File: config.mk
export PLATFORM = sky130hd
export DESIGN_NAME = host_byte_port
export DESIGN_NICKNAME = d
export VERILOG_FILES = /design/src/rtl/hbp_pkg.sv /design/src/rtl/hbp_decode.sv /design/src/rtl/hbp_fifo.sv /design/src/rtl/host_byte_port.sv
export SDC_FILE = /design/constraint.sdc
export NUM_CORES = 1
export LEC_CHECK = 0
export BUFFER_PORTS_ARGS = -buffer_cell sky130_fd_sc_hd__buf_4
export CAP_MARGIN = 20
export CELL_PAD_IN_SITES_DETAIL_PLACEMENT = 1
export CELL_PAD_IN_SITES_GLOBAL_PLACEMENT = 2
export CORE_MARGIN = 4
export CORE_UTILIZATION = 53
export CTS_BUF_LIST = sky130_fd_sc_hd__clkbuf_8 sky130_fd_sc_hd__clkbuf_16
export DETAILED_ROUTE_END_ITERATION = 6
export HOLD_SLACK_MARGIN = 0.06
export PLACE_DENSITY = 0.89
export SETUP_SLACK_MARGIN = 0.1
export SLEW_MARGIN = 20
export SYNTH_ARGS = -nofsm -noshare
export SYNTH_HDL_FRONTEND = slang
export SYNTH_SLANG_ARGS = --single-unit
File: constraint.sdc
create_clock -name clk -period 7.8 [get_ports clk]
set_clock_uncertainty 0.1 [all_clocks]
set_input_delay 0.39 -clock clk [delete_from_list [all_inputs] [get_ports clk]]
set_output_delay 0.39 -clock clk [all_outputs]
set_load 0.05 [all_outputs]
File: src/rtl/hbp_pkg.sv
package hbp_pkg;

    localparam int BYTE_W = 8;

    typedef logic [BYTE_W-1:0] byte_t;

    typedef enum logic [1:0] {
        SEL_IDLE0 = 2'b00,
        SEL_IDLE1 = 2'b01,
        SEL_PCM   = 2'b10,
        SEL_CMP   = 2'b11
    } port_sel_e;

    typedef struct packed {
        logic  push;
        byte_t data;
    } push_t;

    // Advance a ring index, wrapping after the last slot.
    function automatic int unsigned ring_next(int unsigned idx, int unsigned depth);
        return (idx == depth - 1) ? 0 : idx + 1;
    endfunction

endpackage

File: src/rtl/hbp_decode.sv
module hbp_decode
    import hbp_pkg::*;
#(
    parameter int SYNC_STAGES = 2
) (
    input  logic       clk,
    input  logic       rst,
    input  logic       host_wr,
    input  logic [1:0] host_addr,
    input  byte_t      host_data,
    input  logic       strobe_mode,
    input  logic       cap_clk,
    input  byte_t      cap_data,
    output push_t      cmp_push,
    output push_t      pcm_push
);

    logic [SYNC_STAGES:0] cap_sync;
    logic                 cap_edge;
    port_sel_e            sel;

    always_ff @(posedge clk) begin
        if (rst) cap_sync <= '0;
        else     cap_sync <= {cap_sync[SYNC_STAGES-1:0], cap_clk};
    end

    assign cap_edge = cap_sync[SYNC_STAGES-1] & ~cap_sync[SYNC_STAGES];
    assign sel      = port_sel_e'(host_addr);

    always_comb begin
        if (strobe_mode) begin
            cmp_push.push = cap_edge;
            cmp_push.data = cap_data;
        end else begin
            cmp_push.push = host_wr && (sel == SEL_CMP);
            cmp_push.data = host_data;
        end
        pcm_push.push = host_wr && (sel == SEL_PCM);
        pcm_push.data = host_data;
    end

endmodule

File: src/rtl/hbp_fifo.sv
module hbp_fifo
    import hbp_pkg::*;
#(
    parameter int DEPTH = 64,
    parameter int CW    = $clog2(DEPTH + 1)
) (
    input  logic          clk,
    input  logic          rst,
    input  push_t         wr,
    input  logic [CW-1:0] block,
    output logic          rd_valid,
    input  logic          rd_ready,
    output byte_t         rd_data,
    output logic          busy,
    output logic          ovf,
    output logic [CW-1:0] count
);

    localparam int PW = (DEPTH > 1) ? $clog2(DEPTH) : 1;

    byte_t         mem [DEPTH];
    logic [PW-1:0] wr_ptr, rd_ptr;
    logic          full, do_push, do_pop;

    assign full     = (count == CW'(DEPTH));
    assign rd_valid = (count != '0);
    assign do_push  = wr.push && !full;
    assign do_pop   = rd_valid && rd_ready;
    assign rd_data  = mem[rd_ptr];
    assign busy     = ({1'b0, count} + {1'b0, block}) > (CW+1)'(DEPTH);

    always_ff @(posedge clk) begin
        if (do_push) mem[wr_ptr] <= wr.data;
    end

    always_ff @(posedge clk) begin
        if (rst) begin
            wr_ptr <= '0;
            rd_ptr <= '0;
            count  <= '0;
            ovf    <= 1'b0;
        end else begin
            if (do_push) wr_ptr <= PW'(ring_next(int'(wr_ptr), DEPTH));
            if (do_pop)  rd_ptr <= PW'(ring_next(int'(rd_ptr), DEPTH));
            if (do_push && !do_pop)      count <= count + 1'b1;
            else if (!do_push && do_pop) count <= count - 1'b1;
            if (wr.push && full) ovf <= 1'b1;
        end
    end

endmodule

File: src/rtl/host_byte_port.sv
module host_byte_port
    import hbp_pkg::*;
#(
    parameter int DEPTH = 64,
    parameter int CW    = $clog2(DEPTH + 1)
) (
    input  logic          clk,
    input  logic          rst,
    input  logic          host_wr,
    input  logic [1:0]    host_addr,
    input  logic [7:0]    host_data,
    input  logic          strobe_mode,
    input  logic          cap_clk,
    input  logic [7:0]    cap_data,
    input  logic [CW-1:0] cmp_block,
    input  logic [CW-1:0] pcm_block,
    output logic          cmp_busy,
    output logic          cmp_req,
    output logic          pcm_busy,
    output logic          cmp_ovf,
    output logic          pcm_ovf,
    output logic          cmp_rd_valid,
    input  logic          cmp_rd_ready,
    output logic [7:0]    cmp_rd_data,
    output logic          pcm_rd_valid,
    input  logic          pcm_rd_ready,
    output logic [7:0]    pcm_rd_data
);

    localparam int NCH    = 2;
    localparam int CH_CMP = 0;
    localparam int CH_PCM = 1;

    push_t         ch_push  [NCH];
    logic [CW-1:0] ch_block [NCH];
    logic [CW-1:0] ch_count [NCH];
    logic          ch_ready [NCH];
    logic          ch_valid [NCH];
    byte_t         ch_data  [NCH];
    logic          ch_busy  [NCH];
    logic          ch_ovf   [NCH];
    logic [CW-1:0] cmp_cnt, pcm_cnt;

    hbp_decode u_dec (
        .clk        (clk),
        .rst        (rst),
        .host_wr    (host_wr),
        .host_addr  (host_addr),
        .host_data  (host_data),
        .strobe_mode(strobe_mode),
        .cap_clk    (cap_clk),
        .cap_data   (cap_data),
        .cmp_push   (ch_push[CH_CMP]),
        .pcm_push   (ch_push[CH_PCM])
    );

    assign ch_block[CH_CMP] = cmp_block;
    assign ch_block[CH_PCM] = pcm_block;
    assign ch_ready[CH_CMP] = cmp_rd_ready;
    assign ch_ready[CH_PCM] = pcm_rd_ready;

    for (genvar g = 0; g < NCH; g++) begin : g_ch
        hbp_fifo #(.DEPTH(DEPTH), .CW(CW)) u_fifo (
            .clk     (clk),
            .rst     (rst),
            .wr      (ch_push[g]),
            .block   (ch_block[g]),
            .rd_valid(ch_valid[g]),
            .rd_ready(ch_ready[g]),
            .rd_data (ch_data[g]),
            .busy    (ch_busy[g]),
            .ovf     (ch_ovf[g]),
            .count   (ch_count[g])
        );
    end

    assign cmp_busy     = ch_busy[CH_CMP];
    assign cmp_req      = ch_busy[CH_CMP];
    assign pcm_busy     = ch_busy[CH_PCM];
    assign cmp_ovf      = ch_ovf[CH_CMP];
    assign pcm_ovf      = ch_ovf[CH_PCM];
    assign cmp_rd_valid = ch_valid[CH_CMP];
    assign cmp_rd_data  = ch_data[CH_CMP];
    assign pcm_rd_valid = ch_valid[CH_PCM];
    assign pcm_rd_data  = ch_data[CH_PCM];
    assign cmp_cnt      = ch_count[CH_CMP];
    assign pcm_cnt      = ch_count[CH_PCM];

endmodule

Yosys cells after proc, flatten, opt, wreduce, memory -nomap -nowiden
Memories as Yosys holds them, arrays and structs flattened. A register that Yosys moved wholly into a read port is not among the register bits.
Cells that the tools add are included.
{"block": "word_totals", "word_cells": 72, "ram_bits": 1024, "n_memories": 2, "input_bits": 39, "reg_bits": 43}
{"block": "op_classes", "n_mux": 17, "add_sub_neg": 10, "bitwise": 2, "eq_ne": 8, "reduce_logical": 22, "n_lt_le_gt_ge": 2}
{"memory": "g_ch[0].u_fifo.mem", "depth": 64, "word_bits": 8, "read_ports": 1, "rd_ports_with_merged_regs": 1, "wr": 1, "line": "hbp_fifo.sv:21", "text": "byte_t mem [DEPTH];"}
{"memory": "g_ch[1].u_fifo.mem", "depth": 64, "word_bits": 8, "read_ports": 1, "rd_ports_with_merged_regs": 1, "wr": 1, "line": "hbp_fifo.sv:21"}
{"cell": "$mux 6", "count": 8}
{"cell": "$mux 7", "count": 4}
{"cell": "$add 6x1->6 const B", "count": 4}
{"cell": "$eq 6x6->1 const B", "count": 4}
{"cell": "$add 7x7->8", "count": 2}
{"cell": "$gt 8x7->1 const B", "count": 2}
{"cell": "$add 7x1->7 const B", "count": 2}
{"cell": "$eq 7x7->1 const B", "count": 2}
{"cell": "$reduce_bool 7->1", "count": 2}
{"cell": "$sub 7x1->7 const B", "count": 2}
{"cell": "$logic_and 1x1->1", "count": 12}
{"cell": "$mux 9", "count": 1}
{"cell": "$logic_not 1->1", "count": 6}
{"cell": "$eq 2x2->1 const B", "count": 2}
{"cell": "$mux 1", "count": 4}
{"cell": "$reduce_bool 2->1", "count": 2}
{"cell": "$and 1x1->1", "count": 1}
{"cell": "$not 1->1", "count": 1}

Logic depth before layout (Yosys ltp)
Gate-level depths: netlist of the first run.
{"block": "logic_depth", "word_depth": 8, "depth_mapped": 14}

Modules after synthesis
A second synthesis of the first run with hierarchy kept.
{"block": "hier_totals", "cells_unflattened": 2199, "hier_area_um2": 43227.7}
{"mod": "hbp_fifo (g_ch[1].u_fifo)", "cells_per_inst": 1079, "instances": 1, "area_per_inst_um2": 21513.1, "seq_area_each_um2": 15895.2}
{"mod": "hbp_fifo (g_ch[0].u_fifo)", "cells_per_inst": 1091, "instances": 1, "area_per_inst_um2": 21414.3, "seq_area_each_um2": 15895.2}
{"mod": "hbp_decode", "cells_per_inst": 28, "instances": 1, "area_per_inst_um2": 292.8, "seq_area_each_um2": 60.1}
{"mod": "host_byte_port", "cells_per_inst": 1, "instances": 1, "area_per_inst_um2": 7.5, "seq_area_each_um2": 0.0}

Worst setup path after synthesis of the first run
Ideal clock, no wire load.
{"block": "synth_path", "path_kind": "register to output", "start": "register g_ch[0].u_fifo.count[0]", "end": "output port cmp_req", "required_time_ns": 7.310, "path_stages_with_launch": 11, "arrival_time_ns": 3.348, "setup_slack_ns": 3.962, "path_buffers": 1, "cell_sequence": "dfxtp_1 -> ha_1 -> inv_1 -> fa_1 -> nor2b_1 -> o21a_1 -> o21ai_0 -> a32oi_1 -> o21ai_0 -> a211oi_1 -> buf_4"}
{"block": "synth_between", "elab_chain_len": 2}
{"element": "start: declaration", "line": "hbp_fifo.sv:16", "text": "output logic [CW-1:0] count"}
{"element": "start signal: assignment", "line": "hbp_fifo.sv:45", "text": "if (do_push && !do_pop) count <= count + 1'b1;"}
{"element": "start signal: assignment", "line": "hbp_fifo.sv:46", "text": "else if (!do_push && do_pop) count <= count - 1'b1;"}
{"element": "$add 7x7->8", "line": "hbp_fifo.sv:30", "text": "assign busy = ({1'b0, count} + {1'b0, block}) > (CW+1)'(DEPTH);"}
{"element": "$gt 8x7->1", "line": "hbp_fifo.sv:30"}
{"element": "end: declaration", "line": "host_byte_port.sv:18", "text": "output logic cmp_req,"}
No other way between the ends.

==> flow_summary.yaml, run 1 <==
cts:
  htreeDepth: 3
  clock_path_buffers: 3
  cts.sinks: 1079
  root_buffer: "clkbuf_16"
  cts_tree: "yes"
  numCtsBuffers: 106
  clkTransAtPathRegs_ps: 60
  worstSkewPairLatency_ps: 690
global_routing:
  grt.overflow.total: 0
  grt_pass1_wl_mm: 160
  antenna_found_initial: 2
  grt_pass1_vias: 23900
  grt_usage_pct: 25.1
  grt_start_max_net_pins: 129
sta:
  max_freq_mhz: 202
  rsz0062_at_grt: "no"
  period_share_pct: 63.5
  setup_viol: 0
  drv_slew: 0
  hold_ws_ps: 137
  tns_ps: 0
  final-hold-violation-count: 0
  relSlewSlack_pct: 26.4
  worst_slew_pin_slew_ps: 1100
  finalCriticalPeriod_ps: 4950
yosys:
  yosysTopAreaCellShare_pct: 71.3
  ys_types: 67
  synth-compound-area-share_pct: 2.85
  ys_warn_count: 0
  yosysSeqAreaShare_pct: 73.9
  syn-num-nets: 2285
  synth-seq-cells: 1079
  synth_top_family_by_area: "multiplexers"
  synth_xor_xnor_area_share_pct: 0.447
  syn_area_per_cell_um2: 19.5
  synth_top_cell_by_area: "edfxtp_1"
  synth_area_leaders: "edfxtp_1 (71%), mux4_2 (14%), dfxtp_1 (2.6%)"
  async_flop_share_pct: 0
  synth_simple_gate_area_share_pct: 4.57
  synth_mux_area_share_pct: 15.6
  synth-edff-count: 1024
  synthAdderAreaFrac_pct: 1.11
  synth_cells: 2210
  synth_area_um2: 43100
  synth_ff_type: "edfxtp_1"
pwr:
  power_per_cell_area_nw_per_um2: 306
  power_frac_seq_pct: 44.6
  intPower_w: 0.0107
  clkPwrFrac_pct: 34.8
  switchingPower_w: 0.00401
  combPwrFrac_pct: 20.6
  switching_share_pct: 27.3
  peakVddDrop_v: 0.000209
  p_leak_nw: 14.9
routing:
  wl_per_cell_um: 31.1
  routed_wl_mm: 107
  viasPerCell: 6.43
  drc: 0
  drtAntennaViolNets: 0
  vias: 22100
  firstDrtPassIters: 5
  drt_iter0_markers: 2499
cells_and_area:
  nNetsFinal: 2363
  layout_commonest_cell: "edfxtp_1"
  num_antenna_cells: 0
  final_cell_mix: "edfxtp_1 (1024), mux4_2 (262), nor2_1 (192)"
  drive_gt1_share_pct: 22.0
  nFillCells: 6782
  syn_to_final_growth_pct: 11.6
flow_run:
  cap_viol_max_count: 0
setup_path:
  reg2reg_slack_ps: 4150
  end_kind: "output pin"
  crit_arrival_ps: 4460
  r2r_cells: 5
  timing.rr.end: "g_ch[1].u_fifo.mem[31][6]$_DFFE_PP_"
  timing.rr.start: "g_ch[1].u_fifo.count[0]$_SDFFE_PP0P_"
  critPathLaunchType: "register"
  criticalPathCategory: "register to output pin"
  cp_max_fo: 42
  critPathRequiredTime_ps: 7310
place:
  io_buffers: 61
  gp_congestion: 0.790
  place_hpwl_mm: 63.3
hold_path:
  hold_depth: 4
  hold_start: "cmp_rd_ready"
  hold_path.class: "input pin to register"
floorplanning:
  num_rows: 104
  die-height_um: 293
  die_x_um: 293
  initial_core_util_pct: 53.5
  core_area_um2: 80500
  dieArea_um2: 86000
  boundaryPins: 62
run_status:
  outcome: "completed"
-- per-layer routing --
| layer | track usage, % | share of wire (%) | vias to the layer above |
|---|---|---|---|
| met2 | 41.6 | 50 | 1070 |
| met1 | 35.0 | 39 | 11600 |
| met3 | 4.23 | 7.6 | 211 |
| li1 | - | - | 9187 |
| met4 | 7.59 | 3.1 | 2 |
| met5 | 0 | 0.012 | - |
-- registers in the layout, summed over array words and instances (netlist names), named ones only --
| register | flops |
|---|---|
| g_ch.u_fifo.mem | 1024 |
| g_ch.u_fifo.count | 14 |
| g_ch.u_fifo.wr_ptr | 12 |
| g_ch.u_fifo.ovf | 2 |
| g_ch.u_fifo.rd_ptr | 12 |
| u_dec.cap_sync | 3 |
-- cell type report --
class	instances	area [um^2]	area share, %
flip-flops and latches	1079	31900	66.2
multi-input cells	999	10600	22.1
clock buffers	106	2650	5.51
well taps	1060	1330	2.76
clock inverters	89	843	1.75
repair buffers	86	728	1.51
inverters	16	60.1	0.125
-- worst max-delay path: stages (launching register included) --
cell,delay [ps]
dfxtp_4,730
buf_4,690
mux4_2,430
mux2i_1,310
o22ai_1,210
nor3_1,700
o221ai_1,360
buf_4,290
-- worst max path at each step --
stage / startpoint / end / slack [ps] / cells after the start
2_1_floorplan: g_ch[0].u_fifo.count[0]$_SDFFE_PP0P_ / cmp_req / 3960 / 10
3_3_place_gp: register / pcm_rd_data[1] / 3700 / 7
3_5_place_dp: register / pcm_rd_data[1] / 3590 / 7
4_1_cts: register / pcm_rd_data[1] / 2790 / 7
5_1_grt: register / pcm_rd_data[1] / 2680 / 8
6_report: register / pcm_rd_data[1] / 2850 / 7
-- kinds of logic after synthesis --
logic type               count (synthesis)
adder cells (fa/ha/maj)                 36
buffers and inverters                  132
flip-flops                            1079
multiplexers                           340
XOR/XNOR                                22
AND/OR/NAND/NOR                        421
AO/OA/AOI/OAI                          180
-- synth_stat cells (19+ instances only) --
cell type  instances
a21oi_1           37
a22oi_1           31
buf_1             19
buf_2             34
clkbuf_1          42
dfxtp_1           55
edfxtp_1        1024
ha_1              32
mux2i_1           64
mux4_2           262
nand2_1           74
nand3_1           26
nor2_1           192
nor2b_1           34
nor3_1            22
o21ai_0           23
-- per-stage QoR --
| step | util (%) | setup slack (ps) | instances | instance area, um^2 | total power, W |
|---|---|---|---|---|---|
| floorplan | - | 3960 | 2210 | 43100 | 0.00894 |
| global route | 59.7 | 2680 | 3435 | 48100 | 0.0153 |
| CTS | 59.7 | 2790 | 3433 | 48100 | 0.0148 |
| finish | 59.7 | 2850 | 3435 | 48100 | 0.0147 |
| detailed placement | 55.2 | 3590 | 3231 | 44500 | 0.00969 |
| global placement | 55.2 | 3700 | 3231 | 44500 | 0.00961 |
-- power by group through the flow --
stage | sequential [W] | combinational [W] | clock [W]
final | 0.00656 | 0.00303 | 0.00511
after global placement | 0.00667 | 0.00293 | 0
after detailed placement | 0.00668 | 0.00301 | 0
after CTS | 0.00656 | 0.00304 | 0.00517
after floorplan | 0.00658 | 0.00236 | 0
after global routing | 0.00657 | 0.00327 | 0.00546
-- repair_timing --
action | 4_1_cts | 5_1_grt
hold buffers | 7 | 0
hold endpoints to repair | 18 | 0
gates resized for setup | 0 | 0
setup buffers | 0 | 0
setup endpoints to repair | 0 | 0
No activity file was read; power rests on OpenSTA's default activity.
==> run 2: changes to the inputs <==
- CORE_UTILIZATION: 53 -> 49
- PLACE_DENSITY: 0.89 -> 0.84
- clock period: 7.8 -> 5 ns (I/O delays scaled with it)
==> flow_summary.yaml, run 2 (synthesis gave the netlist of run 1 again) <==
cts:
  post-cts-setup-buffers: 0
  worstSkewPairLatency_ps: 670
  htreeDepth: 3
  cts_resized: 0
  cts_tree: "yes"
  numCtsBuffers: 105
  clock_path_buffers: 3
  clkTransAtPathRegs_ps: 60
  hold_buffers: 19
  cts.sinks: 1079
  root_buffer: "clkbuf_16"
global_routing:
  grt_pass1_wl_mm: 159
  antenna_found_initial: 3
  grt.overflow.total: 0
  grt_pass1_vias: 23700
  grt_start_max_net_pins: 66
  grt_usage_pct: 23.0
floorplanning:
  die_x_um: 305
  die-height_um: 305
  num_rows: 108
  boundaryPins: 62
  dieArea_um2: 92800
  core_area_um2: 87000
  initial_core_util_pct: 49.5
setup_path:
  crit_family: "multiplexers"
  end_kind: "output pin"
  path_common_cell: "buf_4"
  cp.depth: 7
  timing.rr.start: "g_ch[1].u_fifo.count[0]$_SDFFE_PP0P_"
  critPathRequiredTime_ps: 4650
  criticalPathCategory: "register to output pin"
  reg2reg_slack_ps: 1450
  cp_cell_sequence: "buf_4 > mux4_2 > mux2i_1 > o22ai_1 > nor3_1 > o221ai_1 > buf_4"
  crit_buf_inv: 2
  r2r_cells: 5
  critPathLaunchType: "register"
  crit_arrival_ps: 4060
  slowest_stage: "dfxtp_4"
  critical-path-max-stage-delay_ps: 700
  cp_max_fo: 26
  timing.rr.end: "g_ch[1].u_fifo.mem[51][3]$_DFFE_PP_"
routing:
  drt-met1-wl_mm: 42.3
  dr_wl_met2_mm: 52.0
  drt_iter0_markers: 2311
  firstDrtPassIters: 7
  topRoutingLayerUsed: "met4"
  vias: 22000
  routed_wl_mm: 106
  drc: 3
  wl_per_cell_um: 29.7
  viasPerCell: 6.18
  drtAntennaViolNets: 0
  met3_length_mm: 8.57
sta:
  tns_ps: 0
  drv_slew: 0
  finalCriticalPeriod_ps: 4410
  max_freq_mhz: 227
  final-hold-violation-count: 0
  worst_slew_pin_slew_ps: 987
  period_share_pct: 88.3
  relSlewSlack_pct: 34.0
  rsz0062_at_grt: "no"
  setup_viol: 0
place:
  place_hpwl_mm: 65.4
  placed_cells: 3345
  gp_congestion: 0.805
  placed_area_um2: 44800
  io_buffers: 61
cells_and_area:
  nNetsFinal: 2391
  final_cell_mix: "edfxtp_1 (1024), mux4_2 (262), nor2_1 (192)"
  largest_register_ffs: 1024
  largest_registers: "g_ch.u_fifo.mem: 1024 flops, g_ch.u_fifo.count: 14 flops"
  drive_gt1_share_pct: 22.5
  final_area_um2: 48500
  num_antenna_cells: 0
  utilization_pct: 55.7
  syn_to_final_growth_pct: 12.4
  instances_no_fill: 3560
  regMostFlops: "g_ch.u_fifo.mem"
  nFillCells: 7617
  layout_commonest_cell: "edfxtp_1"
run_status:
  violations: "DRC"
  outcome: "finished, violations left"
hold_path:
  hold_path.class: "input pin to register"
  hold_start: "host_data[0]"
  hold_depth: 1
  hold_end: "g_ch[1].u_fifo.mem[1][0]$_DFFE_PP_"
flow_run:
  cap_viol_max_count: 0
pwr:
  fin_total_pwr_w: 0.0231
  power_per_cell_area_nw_per_um2: 476
  p_leak_nw: 15.0
  peakVddDrop_v: 0.000304
run 2: cell types whose count changed in the layout (fill, tap and decap cells not counted), moves of 3 or more:
cell,previous run,this run
buf_4,75,93
clkinv_16,4,0
mux2_2,8,11
clkbuf_8,0,3
clkinv_1,20,15
inv_1,38,44
mux2_4,3,0
dlygate4sd3_1,7,19
clkinv_2,20,16
run 2: how the worst max path moves through the flow:
stage | startpoint | end | slack, ps
floorplan | g_ch[0].u_fifo.count[0]$_SDFFE_PP0P_ | cmp_req | 1300
CTS | register | pcm_rd_data[1] | 570
global placement | register | pcm_rd_data[1] | 1370
global route | register | pcm_rd_data[1] | 440
finish | register | pcm_rd_data[1] | 590
detailed placement | register | pcm_rd_data[1] | 1340
run 2: layout make-up:
class / count / area (um^2) / share of cell area [%]
tap: 1155 / 1450 / 2.98
sequential: 1079 / 31900 / 65.8
clock inverter: 86 / 793 / 1.64
timing repair buffer: 115 / 948 / 1.96
inverter: 16 / 60.1 / 0.124
clock buffer: 110 / 2720 / 5.61
multi-input combinational: 999 / 10600 / 21.9
run 2: where the power goes:
part           internal (W)  leakage, nW  switching [W]  total [W]
logic               0.00220         3.57        0.00244    0.00464
clock network       0.00465         1.82        0.00338    0.00803
registers            0.0100         9.66       0.000411     0.0104
total                0.0169         15.0        0.00623     0.0231
run 2: metal layers:
metal	global-route usage [%]	up-vias
met4	6.93	0
met3	5.10	177
met1	31.9	11700
met2	37.2	924
li1	-	9251
met5	0	-
run 2: stage by stage:
stage / hold WS [ps] / worst slack, ps
CTS: 61.0 / 574
floorplan: 249 / 1300
global placement: 350 / 1370
detailed placement: 342 / 1340
finish: 65.4 / 586
global route: 98.1 / 441
==> run 3: changes to the inputs <==
- BUFFER_PORTS_ARGS: -buffer_cell sky130_fd_sc_hd__buf_4 -> default
- CORE_UTILIZATION: 49 -> 50
- DONT_BUFFER_PORTS: default -> 1
==> flow_summary.yaml, run 3 (synthesis gave the netlist of run 1 again) <==
cells_and_area:
  layout_commonest_cell: "edfxtp_1"
  drive_gt1_share_pct: 21.2
  nNetsFinal: 2338
  syn_to_final_growth_pct: 12.1
  largest_register_ffs: 1024
  final_cell_mix: "edfxtp_1 (1024), mux4_2 (262), nor2_1 (192)"
  utilization_pct: 56.6
  regMostFlops: "g_ch.u_fifo.mem"
  largest_registers: "g_ch.u_fifo.mem: 1024 flops, g_ch.u_fifo.count: 14 flops"
  multi_input_area_um2: 10700
  seqCellArea_um2: 31900
  nFillCells: 7405
sta:
  rsz0062_at_grt: "no"
  finalCriticalPeriod_ps: 4460
  tns_ps: 0
  drv_slew: 0
  relSlewSlack_pct: 21.1
  worst_slew_pin_slew_ps: 1180
  final-hold-violation-count: 0
  setup_viol: 0
  max_freq_mhz: 224
  period_share_pct: 89.3
place:
  io_buffers: 0
  place_hpwl_mm: 62.7
  gp_congestion: 0.794
setup_path:
  critical-path-max-stage-delay_ps: 980
  cp_max_fo: 45
  crit_arrival_ps: 4110
  critPathLaunchType: "register"
  end_kind: "output pin"
  slowest_stage: "dfxtp_4"
  criticalPathCategory: "register to output pin"
  cp_cell_sequence: "buf_4 > mux4_2 > nor2b_1 > a211oi_1 > a21oi_1 > a22oi_1 > nand2_1"
  critPathRequiredTime_ps: 4650
run_status:
  outcome: "completed"
floorplanning:
  die-height_um: 302
  boundaryPins: 62
  num_rows: 107
  initial_core_util_pct: 50.5
  dieArea_um2: 91000
  core_area_um2: 85400
  die_x_um: 302
global_routing:
  grt_usage_pct: 23.8
  grt_start_max_net_pins: 65
  grt_pass1_wl_mm: 158
  grt.overflow.total: 0
  grt_pass1_vias: 23400
  antenna_found_initial: 13
pwr:
  switchingPower_w: 0.00625
  power_frac_seq_pct: 45.4
  clkPwrFrac_pct: 35.1
  intPower_w: 0.0167
  p_leak_nw: 14.9
  peakVddDrop_v: 0.000288
  switching_share_pct: 27.2
  power_per_cell_area_nw_per_um2: 476
  combPwrFrac_pct: 19.5
routing:
  firstDrtPassIters: 5
  drc: 0
  routed_wl_mm: 106
  drtAntennaViolNets: 0
  wl_per_cell_um: 30.0
  viasPerCell: 6.24
  drt_iter0_markers: 2370
  vias: 21900
cts:
  cts_tree: "yes"
  clock_path_buffers: 3
  cts.sinks: 1079
  post-cts-setup-buffers: 0
  numCtsBuffers: 108
  clkTransAtPathRegs_ps: 60
  cts_resized: 0
  worstSkewPairLatency_ps: 680
  root_buffer: "clkbuf_16"
  htreeDepth: 3
flow_run:
  cap_viol_max_count: 0
hold_path:
  hold_path.class: "input pin to register"
run 3: cell type report:
cell class              instances  share of cell area (%)
inverters                      16                   0.124
multi-input cells             999                    22.2
repair buffers                 59                    1.43
clock inverters                95                    1.72
clock buffers                 109                    5.62
flip-flops and latches       1079                    65.9
well taps                    1144                    2.96
diodes                         11                  0.0569
run 3: worst paths after layout:
kind	slack, ps	endpoint	depth (start not counted)	start
setup / recovery	540	cmp_rd_data[5]	7	register
hold reg to reg	340	u_dec.cap_sync[1]$_SDFF_PP0_	1	u_dec.cap_sync[0]$_SDFF_PP0_
hold / removal	160	u_dec.cap_sync[0]$_SDFF_PP0_	2	cap_clk
setup reg to reg	880	g_ch[1].u_fifo.count[3]$_SDFFE_PP0P_	14	g_ch[1].u_fifo.count[3]$_SDFFE_PP0P_
run 3: metal layers:
metal  share of wire (%)  routed length, um  vias to the layer above  global-route usage, %
met4                 2.4               2510                       10                   6.87
met2                  49              51600                      931                   37.7
met1                  40              42500                    11600                   33.1
li1                    -                  -                     9158                      -
met5               0.070                 74                        -                      0
met3                 8.4               8840                      173                   5.96
run 3: metrics by stage:
step                      setup slack [ps]  instances  cell area (um^2)  hold slack (ps)  power (W)
after floorplan                       1300       2210             43100              249     0.0140
after global placement                1100       3268             44300              228     0.0149
after detailed placement              1000       3268             44300              230     0.0150
after CTS                              453       3501             48300              140     0.0232
after global routing                   326       3506             48300              173     0.0239
final                                  536       3512             48400              161     0.0230
run 3: worst max-delay path: cells and delay by family, from the launching register on:
kind	cells	cell delay (ps)
flops	1	980
compound gates	3	860
simple gates	2	580
mux	1	550
buf+inv	1	420
run 3: power by group through the flow:
| stage | Sequential (W) | Combinational, W | Clock (W) |
|---|---|---|---|
| after global routing | 0.0105 | 0.00482 | 0.00860 |
| after floorplan | 0.0103 | 0.00368 | 0 |
| after detailed placement | 0.0107 | 0.00437 | 0 |
| after global placement | 0.0107 | 0.00425 | 0 |
| final | 0.0105 | 0.00449 | 0.00806 |
| after CTS | 0.0105 | 0.00452 | 0.00816 |
run 3: repair_timing:
action	in CTS	in global routing
endpoints found under the hold margin	567	0
setup endpoints to repair	0	0
hold buffers	29	0
